--- config.mk ---
export PLATFORM = sky130hd
export DESIGN_NAME = coh_ref_protocol
export DESIGN_NICKNAME = d
export VERILOG_FILES = /design/src/rtl/coh_chk_pkg.sv /design/src/rtl/coh_ref_protocol.sv
export SDC_FILE = /design/constraint.sdc
export NUM_CORES = 1
export LEC_CHECK = 0
export ABC_AREA = 1
export CORE_AREA = 4 4 41 43
export DETAILED_ROUTE_END_ITERATION = 6
export DIE_AREA = 0 0 45 47
export PLACE_DENSITY = 0.38
export SETUP_SLACK_MARGIN = 0.5
export SLEW_MARGIN = 5
export SYNTH_ARGS = -nofsm -noshare
export SYNTH_HDL_FRONTEND = slang
export SYNTH_SLANG_ARGS = --single-unit
--- constraint.sdc ---
create_clock -name vclk -period 1
set_input_delay 0.1 -clock vclk [all_inputs]
set_output_delay 0.1 -clock vclk [all_outputs]
set_load 0.02 [all_outputs]
--- src/rtl/coh_chk_pkg.sv ---
package coh_chk_pkg;

    typedef enum logic [1:0] {
        ST_I = 2'd0,
        ST_S = 2'd1,
        ST_M = 2'd2
    } line_st_e;

    typedef enum logic [2:0] {
        EV_LOAD   = 3'd0,
        EV_STORE  = 3'd1,
        EV_SNP_RD = 3'd2,
        EV_SNP_RX = 3'd3,
        EV_EVICT  = 3'd4
    } event_e;

    typedef enum logic [2:0] {
        AC_NONE   = 3'd0,
        AC_GET_SH = 3'd1,
        AC_GET_EX = 3'd2,
        AC_UPGR   = 3'd3,
        AC_SUPPLY = 3'd4,
        AC_WBACK  = 3'd5
    } action_e;

    typedef enum logic [1:0] {
        DG_OK    = 2'd0,
        DG_INIT  = 2'd1,
        DG_FINAL = 2'd2,
        DG_ACT   = 2'd3
    } diag_e;

    typedef enum logic {
        CK_IDLE = 1'b0,
        CK_EVAL = 1'b1
    } ck_fsm_e;

endpackage

--- src/rtl/coh_ref_protocol.sv ---
module coh_ref_protocol
    import coh_chk_pkg::*;
(
    input  logic [1:0] cur_st,
    input  logic [2:0] ev,
    output logic [1:0] nxt_st,
    output logic [2:0] act
);
    line_st_e cur;
    event_e   e;
    line_st_e n;
    action_e  a;

    assign cur = line_st_e'(cur_st);
    assign e   = event_e'(ev);

    // Reduced MSI protocol
    always_comb begin
        n = cur;
        a = AC_NONE;
        unique case (cur)
            ST_I: begin
                if (e == EV_LOAD) begin
                    n = ST_S; a = AC_GET_SH;
                end else if (e == EV_STORE) begin
                    n = ST_M; a = AC_GET_EX;
                end
            end
            ST_S: begin
                if (e == EV_STORE) begin
                    n = ST_M; a = AC_UPGR;
                end else if (e == EV_SNP_RX || e == EV_EVICT) begin
                    n = ST_I; a = AC_NONE;
                end
            end
            ST_M: begin
                if (e == EV_SNP_RD) begin
                    n = ST_S; a = AC_SUPPLY;
                end else if (e == EV_SNP_RX) begin
                    n = ST_I; a = AC_SUPPLY;
                end else if (e == EV_EVICT) begin
                    n = ST_I; a = AC_WBACK;
                end
            end
            default: begin
                n = cur;
                a = AC_NONE;
            end
        endcase
    end

    assign nxt_st = n;
    assign act    = a;
endmodule

== After elaboration in Yosys (flattened, before gate mapping) ==
Cells that the tools add are included.

* Equality and inequality tests: 6
* Reductions and logical operators: 3
* Muxes and demuxes: 15

{| class="wikitable"
|+ Operators with widths
! kind !! count
|-
| 2-to-1 mux 2 bit || 10
|-
| 2-to-1 mux 3 bit || 3
|-
| case mux 3 bit (3 select lines) || 1
|-
| equality test 3 x 2 -> 1 bit, second input constant || 2
|-
| case mux 2 bit (3 select lines) || 1
|-
| equality test 3 x 1 -> 1 bit, second input constant || 1
|-
| equality test 3 bit, second input constant || 1
|-
| logical NOT 3 bit || 1
|-
| equality test 2 x 1 -> 1 bit, second input constant || 1
|-
| equality test 2 bit, second input constant || 1
|-
| logical NOT 2 bit || 1
|-
| logical OR 1 bit || 1
|}

* Register bits after elaboration: 0
* Input bits: 5
* Logic and storage cells: 24
* Output and inout bits: 5

== Longest topological paths before layout ==
* Depth in word-level cells: 5
* Mapped depth: 6
* Mapped depth without buffers: 6

== Worst setup path after synthesis ==
OpenSTA, ideal clock, no wires.

* Path kind: input -> output
* Start point: input ev[2]
* End point: output act[1]
* Stages on the path: 3
* Data arrival time: 0.602 ns
* Buffers on the path: 0
* Required time: 0.900 ns
* Slack: 0.298 ns
* Cell sequence: inv_1 -> nand3_1 -> nor2_1

* Longest elaborated chain between the ends: 4
* Elaborated cells between the ends (all ways): 10
* Classes of those cells: 3 x eq/ne; 6 x mux; 1 x reduce/logical

{| class="wikitable"
|+ Ends and longest elaborated chain
! item !! line !! text
|-
| start: declaration || coh_ref_protocol.sv:5 || <nowiki>input logic [2:0] ev,</nowiki>
|-
| equality test 3 x 2 -> 1 bit / equality test 3 x 1 -> 1 bit (equally long branches) || coh_ref_protocol.sv:39, coh_ref_protocol.sv:25, coh_ref_protocol.sv:30 ||
|-
| 2-to-1 mux 3 bit / 2-to-1 mux 2 bit (equally long branches) || coh_ref_protocol.sv:39, coh_ref_protocol.sv:25 ||
|-
| 2-to-1 mux 3 bit / 2-to-1 mux 2 bit (equally long branches) || coh_ref_protocol.sv:37, coh_ref_protocol.sv:23 ||
|-
| case mux 3 bit (3 select lines) * || coh_ref_protocol.sv:21 || <nowiki>unique case (cur)</nowiki>
|-
| end: declaration || coh_ref_protocol.sv:7 || <nowiki>output logic [2:0] act</nowiki>
|}

Mark *: on every way between the ends. The rest lies on a longest branch, timed or not.

== Worst setup path after layout ==
* Start point: input ev[1]
* End point: output nxt_st[1]

* Longest elaborated chain between the ends: 5
* Elaborated cells between the ends (all ways): 14
* Classes of those cells: 4 x eq/ne; 8 x mux; 2 x reduce/logical

{| class="wikitable"
|+ Ends and longest elaborated chain
! item !! line !! text
|-
| equality test 3 bit / equality test 3 x 2 -> 1 bit (equally long branches) || coh_ref_protocol.sv:32, coh_ref_protocol.sv:41, coh_ref_protocol.sv:39 ||
|-
| 2-to-1 mux 2 bit / logical OR 1 bit (equally long branches) || coh_ref_protocol.sv:41, coh_ref_protocol.sv:32 ||
|-
| 2-to-1 mux 2 bit (on tied branches) || coh_ref_protocol.sv:39, coh_ref_protocol.sv:32 ||
|-
| 2-to-1 mux 2 bit (on tied branches) || coh_ref_protocol.sv:37, coh_ref_protocol.sv:30 ||
|-
| case mux 2 bit (3 select lines) * || coh_ref_protocol.sv:21 ||
|-
| end: declaration || coh_ref_protocol.sv:6 || <nowiki>output logic [1:0] nxt_st,</nowiki>
|}

Marked as above.

==> impl_results.md <==
* Worst path top cell family by delay: simple AND/OR/NAND/NOR gates
* Buffers on Ports at 10
* Core area at 0.00130 mm2
* Avg Cell Area, Syn at 4.47 um2
* Max stage delay cell, worst path: nor2_4
* GRT Util Overall at 0.0464
* Crit path time final at 0.824 ns
* Die area at 0.00212 mm2
* Commonest cells in the synthesized netlist: nand2_1 (7), inv_1 (6), nand3_1 (6), nor2_1 (4)
* Global route overflow at 0
* FF+latch count at 0
* Antenna violations before repair at 0
* Hold WS at 0.547 ns
* Mapped cell area at 125 um2
* F_max at 1210 MHz
* Unique masters post-synth at 7
* Gr busiest metal: met2
* CP Cell Sequence: buf_8 > nor2_4 > nand2_2 > nand2_2 > nand2_2 > nand2_2 > inv_2 > buf_6
* Core Rows at 13
* Largest net degree at the start of global routing at 7
* DR pass1 iterations at 2
* Post-synthesis mux area share at 0
* I/O pin cnt at 10
* Fin. max-slew vios at 0
* ANT cells at 0
* Initial Util at 0.0962
* Max stage delay on crit path at 0.12 ns
* Final nets at 50
* Met2 GRT Util at 0.0989
* Int Power at 0.0734 mW
* Crit Path Max Fanout at 3
* Proportion of power drawn by the clock network at 0
* Sw frac at 0.498
* Period utilization at 0.824
* Hold_buf cts at 0
* Post-route antenna net violation count at 0
* Setup CP Type: in2out
* Hold Crit Class: in2out
* Fraction of the mapped netlist area in compound gates at 0
* Synth top area share at 0.240
* DP HPWL at 372 um
* Cell accounting for the most synthesized area: nand3_1
* Static leakage at 0.176 nW
* Critical Path AT at 0.72 ns
* Vias in the first global route at 235
* Seq pwr share at 0
* Syn Nets at 33
* Vias at 223
* Adder-Cell Fraction of Synth Area at 0
* Via density at 3.84
* Synth Area in XOR/XNOR at 0
* Hold path cells at 4
* Initial detailed-routing violation count at 2
* CP Launch Type: input pin
* Final Hold Viols at 0
* Buffers & Inverters on Critical Path at 3
* CP Capture Type: output pin
* Top post-synthesis cells by area: nand3_1 (24%), nand2_1 (21%), inv_1 (18%)
* Post-layout util at 0.268
* RSZ-0062 raised after global routing: yes
* Synth Area in Simple Gates at 0.820
* Grt met3 use at 0.00383
* Register area share after synthesis at 0
* WP data required at 0.90 ns
* Die width at 45 um
* Peak VDD IR at 0.119 mV
* Total Routed Length at 439 um
* Reg area at 0 um2
* Total power at 0.146 mW
* Cell repeated most along the worst path: nand2_2
* Clock buf count at 0
* Count leader, synth: nand2_1
* # setup viols final at 0
* Warnings, synthesis at 0
* Power Density at 419 mW/mm2
* Main combinational cell family by area after synthesis: simple AND/OR/NAND/NOR gates
* GP Congestion at 0.673
* DRC viols at 0
* Comb power frac at 1.000
* Layout cells sized above 1 at 0.791
* M1 GR Usage at 0.0517
* Net Sw Power at 0.0728 mW
* Max-cap violations at 0
* Area of the multi-input gates at 158 um2
* Layout area overhead at 179%
* Status: finished, final reports clean
* Routed len/inst at 7.57 um
* Rel. slew slack at 0.925
* Die H at 47 um
* WP depth at 8
* Worst-Margin Slew at 0.113 ns
* Fillers at 159
* Global-route wire length before repair at 800 um
* Post-Synthesis Cells at 28
## cell type report
cell class / instances / share of cell area
Tap cell: 15 / 0.0538
Multi-Input combinational cell: 22 / 0.452
Inverter: 6 / 0.0717
Timing Repair Buffer: 15 / 0.423
## power groups by stage
stage / clock network [mW] / registers (mW) / logic (mW)
2_1_floorplan: 0 / 0 / 0.0515
3_3_place_gp: 0 / 0 / 0.122
3_5_place_dp: 0 / 0 / 0.121
4_1_cts: 0 / 0 / 0.136
5_1_grt: 0 / 0 / 0.159
6_report: 0 / 0 / 0.146
## cells in the final DEF (no fill, tap or decap)
cell type	netlist	routed
nand4_1	2	2
inv_2	0	3
buf_8	0	2
inv_4	0	1
buf_4	0	6
nand3_1	6	2
nand2_2	1	5
nand3_2	0	4
inv_1	6	2
nor2_2	2	3
nor2_4	0	3
buf_2	0	1
nand2_1	7	3
buf_6	0	6
## stage by stage
stage / setup slack (ns) / TNS [ns] / std cells / instance area [um2]
final: 0.176 / 0 / 58 / 349
after global routing: 0.113 / 0 / 58 / 349
after CTS: 0.164 / 0 / 58 / 323
after detailed placement: -0.733 / -3.51 / 57 / 292
after global placement: -0.750 / -3.53 / 57 / 292
after floorplan: 0.375 / 0 / 28 / 143
## kinds of logic (layout without fill, tap and decap cells)
family / after synthesis / in the layout
AND/OR/NAND/NOR: 22 / 22
buffers and inverters: 6 / 21
## per-layer routing
| layer | vias to the layer above | wire [um] |
|---|---|---|
| met5 | - | 0 |
| met4 | 0 | 0 |
| met3 | 0 | 35 |
| met2 | 5 | 224 |
| met1 | 98 | 180 |
| li1 | 120 | - |
## worst paths after layout
check,from,endpoint
setup / recovery,ev[1],nxt_st[1]
hold / removal,cur_st[0],nxt_st[0]
## repair_timing
item	4_1_cts	5_1_grt
pin swaps	11	4
buffers inserted	1	0
endpoints found under the setup margin	5	5
endpoints found under the hold margin	0	0
gates resized for setup	64	9
Power figures use the tool's default switching activity.
